==> config.mk <==
export PLATFORM = sky130hd
export DESIGN_NAME = divtimer
export DESIGN_NICKNAME = d
export VERILOG_FILES = /design/src/rtl/divtimer_pkg.sv /design/src/rtl/divtimer_regs.sv /design/src/rtl/divtimer_core.sv /design/src/rtl/divtimer.sv
export SDC_FILE = /design/constraint.sdc
export NUM_CORES = 1
export LEC_CHECK = 0
export BUFFER_PORTS_ARGS = -buffer_cell sky130_fd_sc_hd__buf_2
export CAP_MARGIN = 20
export CELL_PAD_IN_SITES_DETAIL_PLACEMENT = 0
export CELL_PAD_IN_SITES_GLOBAL_PLACEMENT = 1
export CORE_MARGIN = 1
export CORE_UTILIZATION = 46
export CTS_CLUSTER_DIAMETER = 200
export DETAILED_ROUTE_END_ITERATION = 6
export PLACE_DENSITY = 0.93
export SLEW_MARGIN = 20
export SYNTH_ARGS = -nofsm -noshare
export SYNTH_HDL_FRONTEND = slang
export SYNTH_SLANG_ARGS = --single-unit
==> constraint.sdc <==
create_clock -name clk -period 5.2 [get_ports clk]
set_input_delay 1.04 -clock clk [delete_from_list [all_inputs] [get_ports clk]]
set_output_delay 1.04 -clock clk [all_outputs]
set_load 0.1 [all_outputs]
==> src/rtl/divtimer_pkg.sv <==
package divtimer_pkg;

  localparam int REG_AW = 3;

  typedef enum logic [1:0] {
    OP_STOP = 2'd0,
    OP_LOAD = 2'd1,
    OP_RUN  = 2'd2,
    OP_HALT = 2'd3
  } opCode_e;

  typedef enum logic [1:0] {
    FRQ_OFF  = 2'd0,
    FRQ_BASE = 2'd1,
    FRQ_SLOW = 2'd2,
    FRQ_NONE = 2'd3
  } frqCode_e;

  localparam logic [REG_AW-1:0] ADR_DIV   = 3'd0;
  localparam logic [REG_AW-1:0] ADR_CTRL  = 3'd1;
  localparam logic [REG_AW-1:0] ADR_COUNT = 3'd2;
  localparam logic [REG_AW-1:0] ADR_MASK  = 3'd3;
  localparam logic [REG_AW-1:0] ADR_MSTAT = 3'd4;
  localparam logic [REG_AW-1:0] ADR_RAW   = 3'd5;
  localparam logic [REG_AW-1:0] ADR_ACK   = 3'd6;
  localparam logic [REG_AW-1:0] ADR_FREE  = 3'd7;

  // strobes from register control to the counting datapath
  typedef struct packed {
    logic     load;
    logic     run;
    frqCode_e frq;
    logic     ack;
  } tmrStrobe_t;

endpackage

==> src/rtl/divtimer_regs.sv <==
module divtimer_regs
  import divtimer_pkg::*;
#(
  parameter int DW = 32
) (
  input  logic              clk,
  input  logic              rstN,
  input  logic              busWr,
  input  logic [REG_AW-1:0] busAddr,
  input  logic [DW-1:0]     busWdata,
  output logic [DW-1:0]     busRdata,
  input  logic [DW-1:0]     cntVal,
  input  logic [DW-1:0]     freeVal,
  input  logic              rawIrq,
  output logic [DW-1:0]     divVal,
  output logic              maskBit,
  output tmrStrobe_t        strb
);

  localparam int PAD_W = DW - 4;

  opCode_e  opReg;
  frqCode_e frqReg;
  logic     wrDiv, wrCtrl, wrMask, wrAck;

  assign wrDiv  = busWr && (busAddr == ADR_DIV);
  assign wrCtrl = busWr && (busAddr == ADR_CTRL);
  assign wrMask = busWr && (busAddr == ADR_MASK);
  assign wrAck  = busWr && (busAddr == ADR_ACK);

  always_ff @(posedge clk or negedge rstN) begin
    if (!rstN) begin
      divVal  <= '0;
      opReg   <= OP_STOP;
      frqReg  <= FRQ_OFF;
      maskBit <= 1'b0;
    end else begin
      if (wrDiv)  divVal  <= busWdata;
      if (wrCtrl) begin
        opReg  <= opCode_e'(busWdata[1:0]);
        frqReg <= frqCode_e'(busWdata[3:2]);
      end
      if (wrMask) maskBit <= busWdata[0];
    end
  end

  always_comb begin
    strb.load = wrCtrl && (opCode_e'(busWdata[1:0]) == OP_LOAD);
    strb.run  = (opReg == OP_RUN);
    strb.frq  = frqReg;
    strb.ack  = wrAck && busWdata[0];
  end

  always_comb begin
    busRdata = '0;
    case (busAddr)
      ADR_DIV:   busRdata = divVal;
      ADR_CTRL:  busRdata = {{PAD_W{1'b0}}, frqReg, opReg};
      ADR_COUNT: busRdata = cntVal;
      ADR_MASK:  busRdata = {{(DW-1){1'b0}}, maskBit};
      ADR_MSTAT: busRdata = {{(DW-1){1'b0}}, rawIrq & maskBit};
      ADR_RAW:   busRdata = {{(DW-1){1'b0}}, rawIrq};
      ADR_FREE:  busRdata = freeVal;
      default:   busRdata = '0;
    endcase
  end


  div_write_chk: assert property (@(posedge clk) disable iff (!rstN)
    wrDiv |=> divVal == $past(busWdata));


  load_stops_chk: assert property (@(posedge clk) disable iff (!rstN)
    strb.load |=> !strb.run);

endmodule

==> src/rtl/divtimer_core.sv <==
module divtimer_core
  import divtimer_pkg::*;
#(
  parameter int DW       = 32,
  parameter int SLOW_DIV = 4
) (
  input  logic       clk,
  input  logic       rstN,
  input  tmrStrobe_t strb,
  input  logic [DW-1:0] divVal,
  output logic [DW-1:0] cntVal,
  output logic [DW-1:0] freeVal,
  output logic       rawIrq
);

  localparam int PS_W = (SLOW_DIV > 1) ? $clog2(SLOW_DIV) : 1;

  logic slowTick, tick, expire;

  generate
    if (SLOW_DIV > 1) begin : g_presc
      logic [PS_W-1:0] psCnt;
      always_ff @(posedge clk or negedge rstN) begin
        if (!rstN)                                 psCnt <= '0;
        else if (!strb.run || strb.frq != FRQ_SLOW) psCnt <= '0;
        else if (psCnt == PS_W'(SLOW_DIV - 1))     psCnt <= '0;
        else                                       psCnt <= psCnt + 1'b1;
      end
      assign slowTick = (psCnt == PS_W'(SLOW_DIV - 1));
    end else begin : g_nopresc
      assign slowTick = 1'b1;
    end
  endgenerate

  always_comb begin
    case (strb.frq)
      FRQ_BASE: tick = 1'b1;
      FRQ_SLOW: tick = slowTick;
      default:  tick = 1'b0;
    endcase
  end

  assign expire = strb.run && tick && !strb.load && (cntVal <= DW'(1));

  always_ff @(posedge clk or negedge rstN) begin
    if (!rstN) begin
      cntVal <= '0;
      rawIrq <= 1'b0;
    end else begin
      if (strb.load)               cntVal <= divVal;
      else if (expire)             cntVal <= divVal;
      else if (strb.run && tick)   cntVal <= cntVal - 1'b1;
      if (expire)                  rawIrq <= 1'b1;
      else if (strb.ack)           rawIrq <= 1'b0;
    end
  end

  always_ff @(posedge clk or negedge rstN) begin
    if (!rstN) freeVal <= '0;
    else       freeVal <= freeVal + 1'b1;
  end


  expiry_reload_chk: assert property (@(posedge clk) disable iff (!rstN)
    (strb.run && strb.frq == FRQ_BASE && !strb.load && cntVal <= DW'(1))
      |=> (rawIrq && cntVal == $past(divVal)));


  stopped_hold_chk: assert property (@(posedge clk) disable iff (!rstN)
    (!strb.run && !strb.load) |=> $stable(cntVal));


  ack_clear_chk: assert property (@(posedge clk) disable iff (!rstN)
    (strb.ack && !strb.run) |=> !rawIrq);


  free_step_chk: assert property (@(posedge clk) disable iff (!rstN)
    1'b1 |=> freeVal == $past(freeVal) + 1'b1);

endmodule

==> src/rtl/divtimer.sv <==
module divtimer
  import divtimer_pkg::*;
#(
  parameter int DW       = 32,
  parameter int SLOW_DIV = 4
) (
  input  logic              clk,
  input  logic              rstN,
  input  logic              busWr,
  input  logic [REG_AW-1:0] busAddr,
  input  logic [DW-1:0]     busWdata,
  output logic [DW-1:0]     busRdata,
  output logic              irq
);

  tmrStrobe_t    strb;
  logic [DW-1:0] divVal, cntVal, freeVal;
  logic          rawIrq, maskBit;

  divtimer_regs #(.DW(DW)) u_regs (
    .clk(clk), .rstN(rstN), .busWr(busWr), .busAddr(busAddr),
    .busWdata(busWdata), .busRdata(busRdata), .cntVal(cntVal),
    .freeVal(freeVal), .rawIrq(rawIrq), .divVal(divVal),
    .maskBit(maskBit), .strb(strb)
  );

  divtimer_core #(.DW(DW), .SLOW_DIV(SLOW_DIV)) u_core (
    .clk(clk), .rstN(rstN), .strb(strb), .divVal(divVal),
    .cntVal(cntVal), .freeVal(freeVal), .rawIrq(rawIrq)
  );

  assign irq = rawIrq & maskBit;


  irq_mask_chk: assert property (@(posedge clk) disable iff (!rstN)
    !maskBit |-> !irq);

endmodule

After elaboration in Yosys (flattened, before gate mapping)
Cells that the tools add are included.
{"block": "totals", "ff_bits": 104, "word_cells": 50, "input_bits": 38}
{"block": "op_classes", "reduce_logical": 15, "order_cmp": 1, "eq_ne": 13, "bitwise": 1, "mux": 9, "n_addsub": 3}
{"op": "32-bit case mux with 7 select lines", "count": 1}
{"op": "32-bit 2-to-1 mux", "count": 3}
{"op": "32-bit by 1-bit adder with 32-bit output, second input constant", "count": 1}
{"op": "32-bit by 1-bit <= comparator with 1-bit output, second input constant", "count": 1}
{"op": "32-bit by 1-bit subtractor with 32-bit output, second input constant", "count": 1}
{"op": "3-bit == test, second input constant", "count": 4}
{"op": "1-bit logical AND", "count": 9}
{"op": "2-bit == test, second input constant", "count": 3}
{"op": "3-bit by 2-bit == test with 1-bit output, second input constant", "count": 2}
{"op": "2-bit by 1-bit == test with 1-bit output, second input constant", "count": 2}
{"op": "2-bit 2-to-1 mux", "count": 2}
{"op": "3-bit by 1-bit == test with 1-bit output, second input constant", "count": 1}
{"op": "3-bit zero test", "count": 1}
{"op": "3-bit nonzero test", "count": 1}
{"op": "2-bit by 1-bit adder with 2-bit output, second input constant", "count": 1}
{"op": "1-bit zero test", "count": 2}
{"op": "1-bit 2-to-1 mux", "count": 2}
{"op": "2-bit inequality test, second input constant", "count": 1}
{"op": "1-bit case mux with 2 select lines", "count": 1}
{"op": "2-bit nonzero test", "count": 1}
{"op": "1-bit bitwise AND", "count": 1}
{"op": "1-bit logical OR", "count": 1}

Longest topological paths before layout
Gate-level depths: netlist of the first run.
{"block": "logic_depth", "depth_word": 8, "ltp_mapped": 10, "mapped_depth_nobuf": 8}

By module
Synthesis of the first run repeated with hierarchy kept, for this count alone.
{"block": "hier_totals", "cells_unflattened": 597, "hier_area_um2": 5915.7}
{"mod": "divtimer_core", "instances": 1, "area_per_inst_um2": 3707.3, "seq_area_each_um2": 1676.6, "cells_each": 390}
{"mod": "divtimer_regs", "instances": 1, "area_per_inst_um2": 2202.1, "seq_area_each_um2": 925.9, "cells_each": 206}
{"mod": "divtimer", "instances": 1, "area_per_inst_um2": 6.3, "seq_area_each_um2": 0.0, "cells_each": 1}

Worst setup path before layout of the first run
No wires, ideal clock.
{"block": "synth_timing", "path_type": "input port to output port", "startpoint": "in busAddr[1]", "endpoint": "out busRdata[10]", "setup_slack_ns": -0.141, "path_stages": 5, "arrival_time_ns": 4.301, "required_time_ns": 4.160, "cell_sequence": "clkbuf_1 clkbuf_1 buf_1 mux2i_1 o21ai_0"}
{"block": "synth_between", "elab_chain_cells": 2, "elab_cells_between_ends": 8, "cone_classes": "eq/ne: 6; mux: 1; reduce/logical: 1"}
{"item": "start, declared", "line_no": "divtimer.sv:10", "text": "input logic [REG_AW-1:0] busAddr,"}
{"item": "3-bit == test, or another cell as far along", "line_no": "divtimer_regs.sv:56", "text": "case (busAddr)"}
{"item": "32-bit case mux with 7 select lines *", "line_no": "divtimer_regs.sv:56"}
{"item": "end, declared", "line_no": "divtimer.sv:12", "text": "output logic [DW-1:0] busRdata,"}
Every way passes the cells marked *; elsewhere a longest branch is shown, timed or not.

Final worst setup path of the first run
{"block": "layout_timing", "startpoint": "in busAddr[1]", "endpoint": "out busRdata[0]"}
The elaborated chain is that of the path after synthesis.

==> run metrics, run 1 <==
status=complete, no violations; die height=115.2 um; final setup vio count=0; commonest non-fill, non-tap cell in the layout=dfrtp_1; DRT Wirelength=around 15000 um; synthesis-stage register bit count=approximately 100; CTS Hold Bufs=0; vias in the first global route=4787; ys flop type=dfrtp_1; area grow syn2layout=12.68%; Post-Syn Nets=665; EDFF count, synth=0; Min Clock Period, post-route=between 3000 and 4000 ps; Slew Limit Fails=0; core area=12260 um^2; max frequency=251.7 MHz; worst endpoint required time=4160 ps; Vias=approximately 5000; worst-path fanout max=22; Detailed Place HPWL=10850 um; CP Capture Type=output port; period utilisation layout=0.7640; RSZ-0062 raised after global routing=no; CP Launch Type=primary input; Die W=roughly 120 um; CP bufs+invs=3; Starting Density=0.4806; area of the mapped netlist=5893 um^2; Via density=6.068; Post-Place Cell Area=6337 um^2; Sink Count=104; max-cap check violation count=0; share of post-route cells with drive strength above 1=0.2140; CTS tree=done; leakage power=~0.0029 uW; YS warnings=0; Worst path slowest cell=buf_2; pin count of the biggest net entering global routing=64; sequential fraction of the synthesis area=0.4416; worst vdd ir=approximately 0.28 mV; H-tree depth=3; clock latency on the worst-skew pair=350 ps; worst hold slack=440.9 ps; skew final=6.471 ps; clock root cell=clkbuf_16; Max-slew headroom=0.4377; # Post-CTS Setup Buffers=0; worst slew pin tran=between 800 and 900 ps; final instance area=6640 um^2; Die ar.=13270 um^2; worst slack, placed=790.5 ps; total I/O pin count=71; PwrDens=338.0 nW/um^2; Sum Neg Setup Slack=0 ps; cell family with most CP delay=buffers and inverters; drt wl/cell=approximately 18 um; Cells after Synth=621; Num CTS Buffers=9; first-pass GRT wire length=24560 um; clk buf depth=2; remaining global-route overflow=0; Hold Vio Cnt, Final=0; fin nets=~700; post-CTS sizing=0; first-pass iteration count of the detailed router=5; Async S/R FF share, synth=1.000; highest-count cells in the layout ignoring fill and taps=dfrtp_1, nand2_1, buf_2; initial antenna violation count=0; CP most frequent cell=buf_2; Routed Antenna Nets=0; CP Class=in -> out; Final Util=0.5415; # DRC=0; Distinct cells, synth=between 50 and 60; worst path cell trace=buf_2 -> buf_4 -> mux2i_1 -> nor2_1 -> a31oi_1 -> o221ai_1 -> buf_2; worst min path class=reg -> reg; final worst setup slack=about 1200 ps; CP peak stage delay=470 ps; Port Buffers=70; FP Rows=40; all-layer global routing usage=0.2399; DRT iter0 DRCs=about 450; # diodes=0; critical path arrival=2930 ps; Worst-path clk slew=70 ps; GPL Wtd Cong=0.9075; Avg Cell Area, Syn=9.490 um^2
==> where the power goes <==
part / leakage (uW) / internal, uW / total [uW] / switching (uW)
clock: 0.000139 / 384 / 682 / 299
combinational: 0.00146 / 173 / 522 / 350
sequential: 0.00128 / 913 / 1040 / 126
total: 0.00288 / 1470 / 2240 / 775
==> registers in the layout, summed over array words and instances, names as in the netlist <==
name,count
u_core.rawIrq,1
u_regs.frqReg,2
u_core.freeVal,32
u_core.g_presc.psCnt,2
u_regs.opReg,2
u_core.cntVal,32
u_regs.divVal,32
u_regs.maskBit,1
==> path summary, 6_finish.rpt <==
check,start,endpoint,slack (ps),depth (start not counted)
min reg2reg,u_core.g_presc.psCnt[0]$_DFF_PN0_,u_core.g_presc.psCnt[0]$_DFF_PN0_,440,1
max reg2reg,u_core.cntVal[22]$_DFFE_PN0P_,u_core.cntVal[3]$_DFFE_PN0P_,1450,6
min,u_core.g_presc.psCnt[0]$_DFF_PN0_,u_core.g_presc.psCnt[0]$_DFF_PN0_,440,1
min in group asynchronous,rstN,u_core.freeVal[2]$_DFF_PN0_,780,1
max,busAddr[1],busRdata[0],1230,7
max in group asynchronous,rstN,u_regs.divVal[23]$_DFFE_PN0P_,3360,2
==> area by class of cell <==
cell class,count,area [um^2]
multi-input combinational,466,3084
inverter,9,33.78
tap,168,210.2
fill,1131,5622
timing repair buffer,79,420.4
sequential,104,2603
clock inverter,3,42.54
clock buffer,12,246.5
==> worst reg2reg max path, stage by stage, from the launching register on <==
cell	delay, ps
dfrtp_1	450
or4_1	670
nor4_4	450
nand4_1	630
nand2_1	890
o21ai_0	220
a221o_1	330
==> layer usage <==
| layer | share of wire | track usage | vias up | routed length [um] |
|---|---|---|---|---|
| met3 | 0.052 | 0.03954 | 26 | 791 |
| li1 | - | - | 2339 | - |
| met2 | 0.49 | 0.3972 | 196 | 7442 |
| met1 | 0.44 | 0.3183 | 2542 | 6698 |
| met4 | 0.023 | 0.08571 | 0 | 352 |
| met5 | 0 | 0 | - | 0 |
==> cells by family after synthesis <==
group	Yosys count	share of synthesized area
fa+ha+maj	6	0.01274
compound gates	109	0.1110
buf+inv	51	0.03779
flops	104	0.4416
mux	68	0.1229
xor+xnor	32	0.04756
simple gates	251	0.2263
==> synthesized netlist by cell type (all sizes together) (3+ instances only) <==
cell type / n / area [um^2]
and4: 7 / 61.31
nor3b: 5 / 37.54
a22oi: 5 / 37.54
or4: 9 / 75.07
or2: 5 / 33.78
buf: 12 / 76.32
nand4: 13 / 81.33
nor3: 20 / 105.1
inv: 9 / 33.78
a211oi: 4 / 30.03
or3: 7 / 48.80
a31oi: 4 / 25.02
nand3: 28 / 140.1
ha: 6 / 75.07
dfrtp: 104 / 2603
xnor2: 22 / 192.7
mux2: 35 / 394.1
nor4b: 3 / 26.28
xor2: 10 / 87.58
o21ai: 53 / 265.3
nor4: 11 / 98.84
and3: 12 / 75.07
clkbuf: 30 / 112.6
nand2: 71 / 266.5
nor2: 46 / 172.7
a21oi: 19 / 95.09
a2bb2oi: 3 / 26.28
mux2i: 33 / 330.3
o211ai: 4 / 30.03
o221ai: 3 / 26.28
==> metrics by stage <==
step | total power, uW | instances
after detailed placement | 1572 | 825
final | 2244 | 841
after global placement | 1557 | 825
after global routing | 2332 | 841
after CTS | 2248 | 840
after floorplan | 1418 | 621
Note: power is estimated with default switching activity, not from simulation.
==> inputs of run 2 (changes only) <==
--- a/config.mk
+++ b/config.mk
@@ -10,10 +10,10 @@
 export CELL_PAD_IN_SITES_DETAIL_PLACEMENT = 0
 export CELL_PAD_IN_SITES_GLOBAL_PLACEMENT = 1
 export CORE_MARGIN = 1
-export CORE_UTILIZATION = 46
+export CORE_UTILIZATION = 45
 export CTS_CLUSTER_DIAMETER = 200
 export DETAILED_ROUTE_END_ITERATION = 6
-export PLACE_DENSITY = 0.93
+export PLACE_DENSITY = 0.92
 export SLEW_MARGIN = 20
 export SYNTH_ARGS = -nofsm -noshare
 export SYNTH_HDL_FRONTEND = slang
==> constraint.sdc (replaced) <==
create_clock -name clk -period 3.7 [get_ports clk]
set_input_delay 0.74 -clock clk [delete_from_list [all_inputs] [get_ports clk]]
set_output_delay 0.74 -clock clk [all_outputs]
set_load 0.1 [all_outputs]
==> run metrics, run 2 (same netlist as run 1, synthesis figures left out) <==
Starting Density=0.4651 (was 0.4806); clk buf depth=2 (unchanged); worst endpoint required time=2960 ps (was 4160 ps); die height=116.4 um (was 115.2 um); # fillers=1083 (was 1131); worst path cell trace=buf_2 -> buf_4 -> mux2i_1 -> o21ai_2 -> buf_12 (was buf_2 -> buf_4 -> mux2i_1 -> nor2_1 -> a31oi_1 -> o221ai_1 -> buf_2); Detailed Place HPWL=11100 um (was 10850 um); all-layer global routing usage=0.2452 (was 0.2399); Flop pwr share=0.448 (was 0.463); # diodes=0 (unchanged); CTS tree=done (unchanged); Routed Antenna Nets=0 (unchanged); min-delay src=u_core.g_presc.psCnt[0]$_DFF_PN0_ (unchanged); Slew Limit Fails=0 (unchanged); worst slew pin tran=975.9 ps (was 841.4 ps); met3 wire length=876 um (was 791 um); Via density=5.981 (was 6.068); Worst-path clk slew=60 ps (was 70 ps); period utilisation layout=0.8227; multi-input logic area=3186 um^2 (was 3084 um^2); met2 wire len=7163 um (was 7442 um); status=complete, no violations (unchanged); post-CTS sizing=0 (unchanged); Port Buffers=70 (unchanged); GPL Wtd Cong=0.9274 (was 0.9075); FP Rows=41 (was 40); max frequency=around 330 MHz; critical path arrival=2300 ps (was 2930 ps); highest-count cells in the layout ignoring fill and taps=dfrtp_1, nand2_1, nor2_1 (was dfrtp_1, nand2_1, buf_2); clock latency on the worst-skew pair=360 ps (was 350 ps); WL met1=7002 um (was 6698 um); pin count of the biggest net entering global routing=63 (was 64); leakage power=0.003057 uW (was 0.002882 uW); Sink Count=104 (unchanged); Min Clock Period, post-route=3044 ps; clock power share=0.293 (was 0.304); register area=2603 um^2 (unchanged); # DRC=0 (unchanged); top flop regs=u_core.cntVal: 32 flops, u_core.freeVal: 32 flops, u_regs.divVal: 32 flops (unchanged); initial antenna violation count=0 (unchanged); CP Launch Type=primary input (unchanged); worst vdd ir=0.2587 mV (was 0.2755 mV); CP bufs+invs=3 (unchanged); CP Capture Type=output port (unchanged); first-pass GRT wire length=25110 um (was 24560 um); PwrDens=450.6 nW/um^2 (was 338.0 nW/um^2); first-pass iteration count of the detailed router=6 (was 5); Die ar.=13560 um^2 (was 13270 um^2); share of post-route cells with drive strength above 1=0.2596 (was 0.2140); CTS Hold Bufs=0 (unchanged); # Post-CTS Setup Buffers=0 (unchanged); Num CTS Buffers=9 (unchanged); DRT Wirelength=15320 um (was 15290 um); uppermost layer routed=met4 (unchanged); worst min path class=reg -> reg (unchanged); CP peak stage delay=500 ps (was 470 ps); Die W=116.4 um (was 115.2 um); Hold Vio Cnt, Final=0 (unchanged); FF-to-FF End=u_core.cntVal[3]$_DFFE_PN0P_ (unchanged); worst hold slack=434.6 ps (was 440.9 ps); drt wl/cell=18.02 um (was 18.17 um); vias in the first global route=4817 (was 4787); RSZ-0062 raised after global routing=no (unchanged); worst reg2reg path startpoint=u_regs.frqReg[0]$_DFFE_PN0P_ (was u_core.cntVal[22]$_DFFE_PN0P_); switching share of power=0.3415 (was 0.3451); Reg2Reg Depth=7 (was 6); H-tree depth=3 (unchanged); Hold Path End=u_core.g_presc.psCnt[0]$_DFF_PN0_ (unchanged); CP Class=in -> out (unchanged); WHS Path Cells=1 (unchanged); Net Sw Power=1115 uW (was 774.6 uW); clock root cell=clkbuf_16 (unchanged); commonest non-fill, non-tap cell in the layout=dfrtp_1 (unchanged); remaining global-route overflow=0 (unchanged); area grow syn2layout=23.01% (was 12.68%); Comb power frac=0.259 (was 0.233); fin nets=718 (was 713); core area=12670 um^2 (was 12260 um^2); total I/O pin count=71 (unchanged); cell family with most CP delay=buffers and inverters (unchanged); Final Util=0.5721 (was 0.5415); Worst path slowest cell=buf_4 (was buf_2); flop-to-flop setup slack=690 ps (was 1450 ps); Vias=5084 (was 5103); Max-slew headroom=0.3470 (was 0.4377); worst-path fanout max=32 (was 22); max-cap check violation count=0 (unchanged); skew final=6.165 ps (was 6.471 ps); Cell Int Power=2151 uW (was 1470 uW); DRT iter0 DRCs=563 (was 452); final setup vio count=0 (unchanged)
run 2: cell types whose count changed in the layout (fill, tap and decap cells not counted), sizes merged:
cell | previous run | this run
buf | 79 | 84
run 2: power by group through the flow:
stage | Sequential, uW | Combinational (uW) | Clock [uW]
2_1_floorplan | 1410 | 605 | 0
3_3_place_gp | 1470 | 820 | 0
3_5_place_dp | 1480 | 844 | 0
4_1_cts | 1460 | 846 | 968
5_1_grt | 1490 | 911 | 1020
6_report | 1460 | 845 | 957
run 2: layer usage:
layer,GRT usage,up-vias
met5,0,-
met4,0.09658,0
met3,0.04567,25
met2,0.3708,196
met1,0.3478,2512
li1,-,2351
run 2: area by class of cell:
| class | count | share of cell area |
|---|---|---|
| flip-flops and latches | 104 | 0.3590 |
| inverters | 9 | 0.004660 |
| well taps | 172 | 0.02969 |
| clock buffers | 12 | 0.03400 |
| multi-input cells | 466 | 0.4394 |
| repair buffers | 84 | 0.1274 |
| clock inverters | 3 | 0.005868 |
run 2: how the worst max path moves through the flow:
stage	slack [ps]	to	cells past startpoint	from
2_1_floorplan	-290	busRdata[10]	5	busAddr[1]
6_report	660	busRdata[14]	5	busAddr[1]
5_1_grt	520	u_core.cntVal[3]$_DFFE_PN0P_	7	u_regs.frqReg[0]$_DFFE_PN0P_
3_3_place_gp	710	u_core.cntVal[3]$_DFFE_PN0P_	7	busAddr[0]
3_5_place_dp	630	u_core.cntVal[3]$_DFFE_PN0P_	7	busAddr[0]
4_1_cts	730	busRdata[15]	5	busAddr[1]
run 2: metrics by stage:
stage | instances | setup slack, ps | setup TNS, ps | area, um^2 | power (uW)
global route | 850 | 523.0 | 0 | 7249 | 3422
CTS | 850 | 732.8 | 0 | 7249 | 3275
global placement | 835 | 708.6 | 0 | 6960 | 2294
finish | 850 | 656.1 | 0 | 7249 | 3267
detailed placement | 835 | 633.2 | 0 | 6960 | 2326
floorplan | 621 | -291.7 | -291.7 | 6001 | 2014
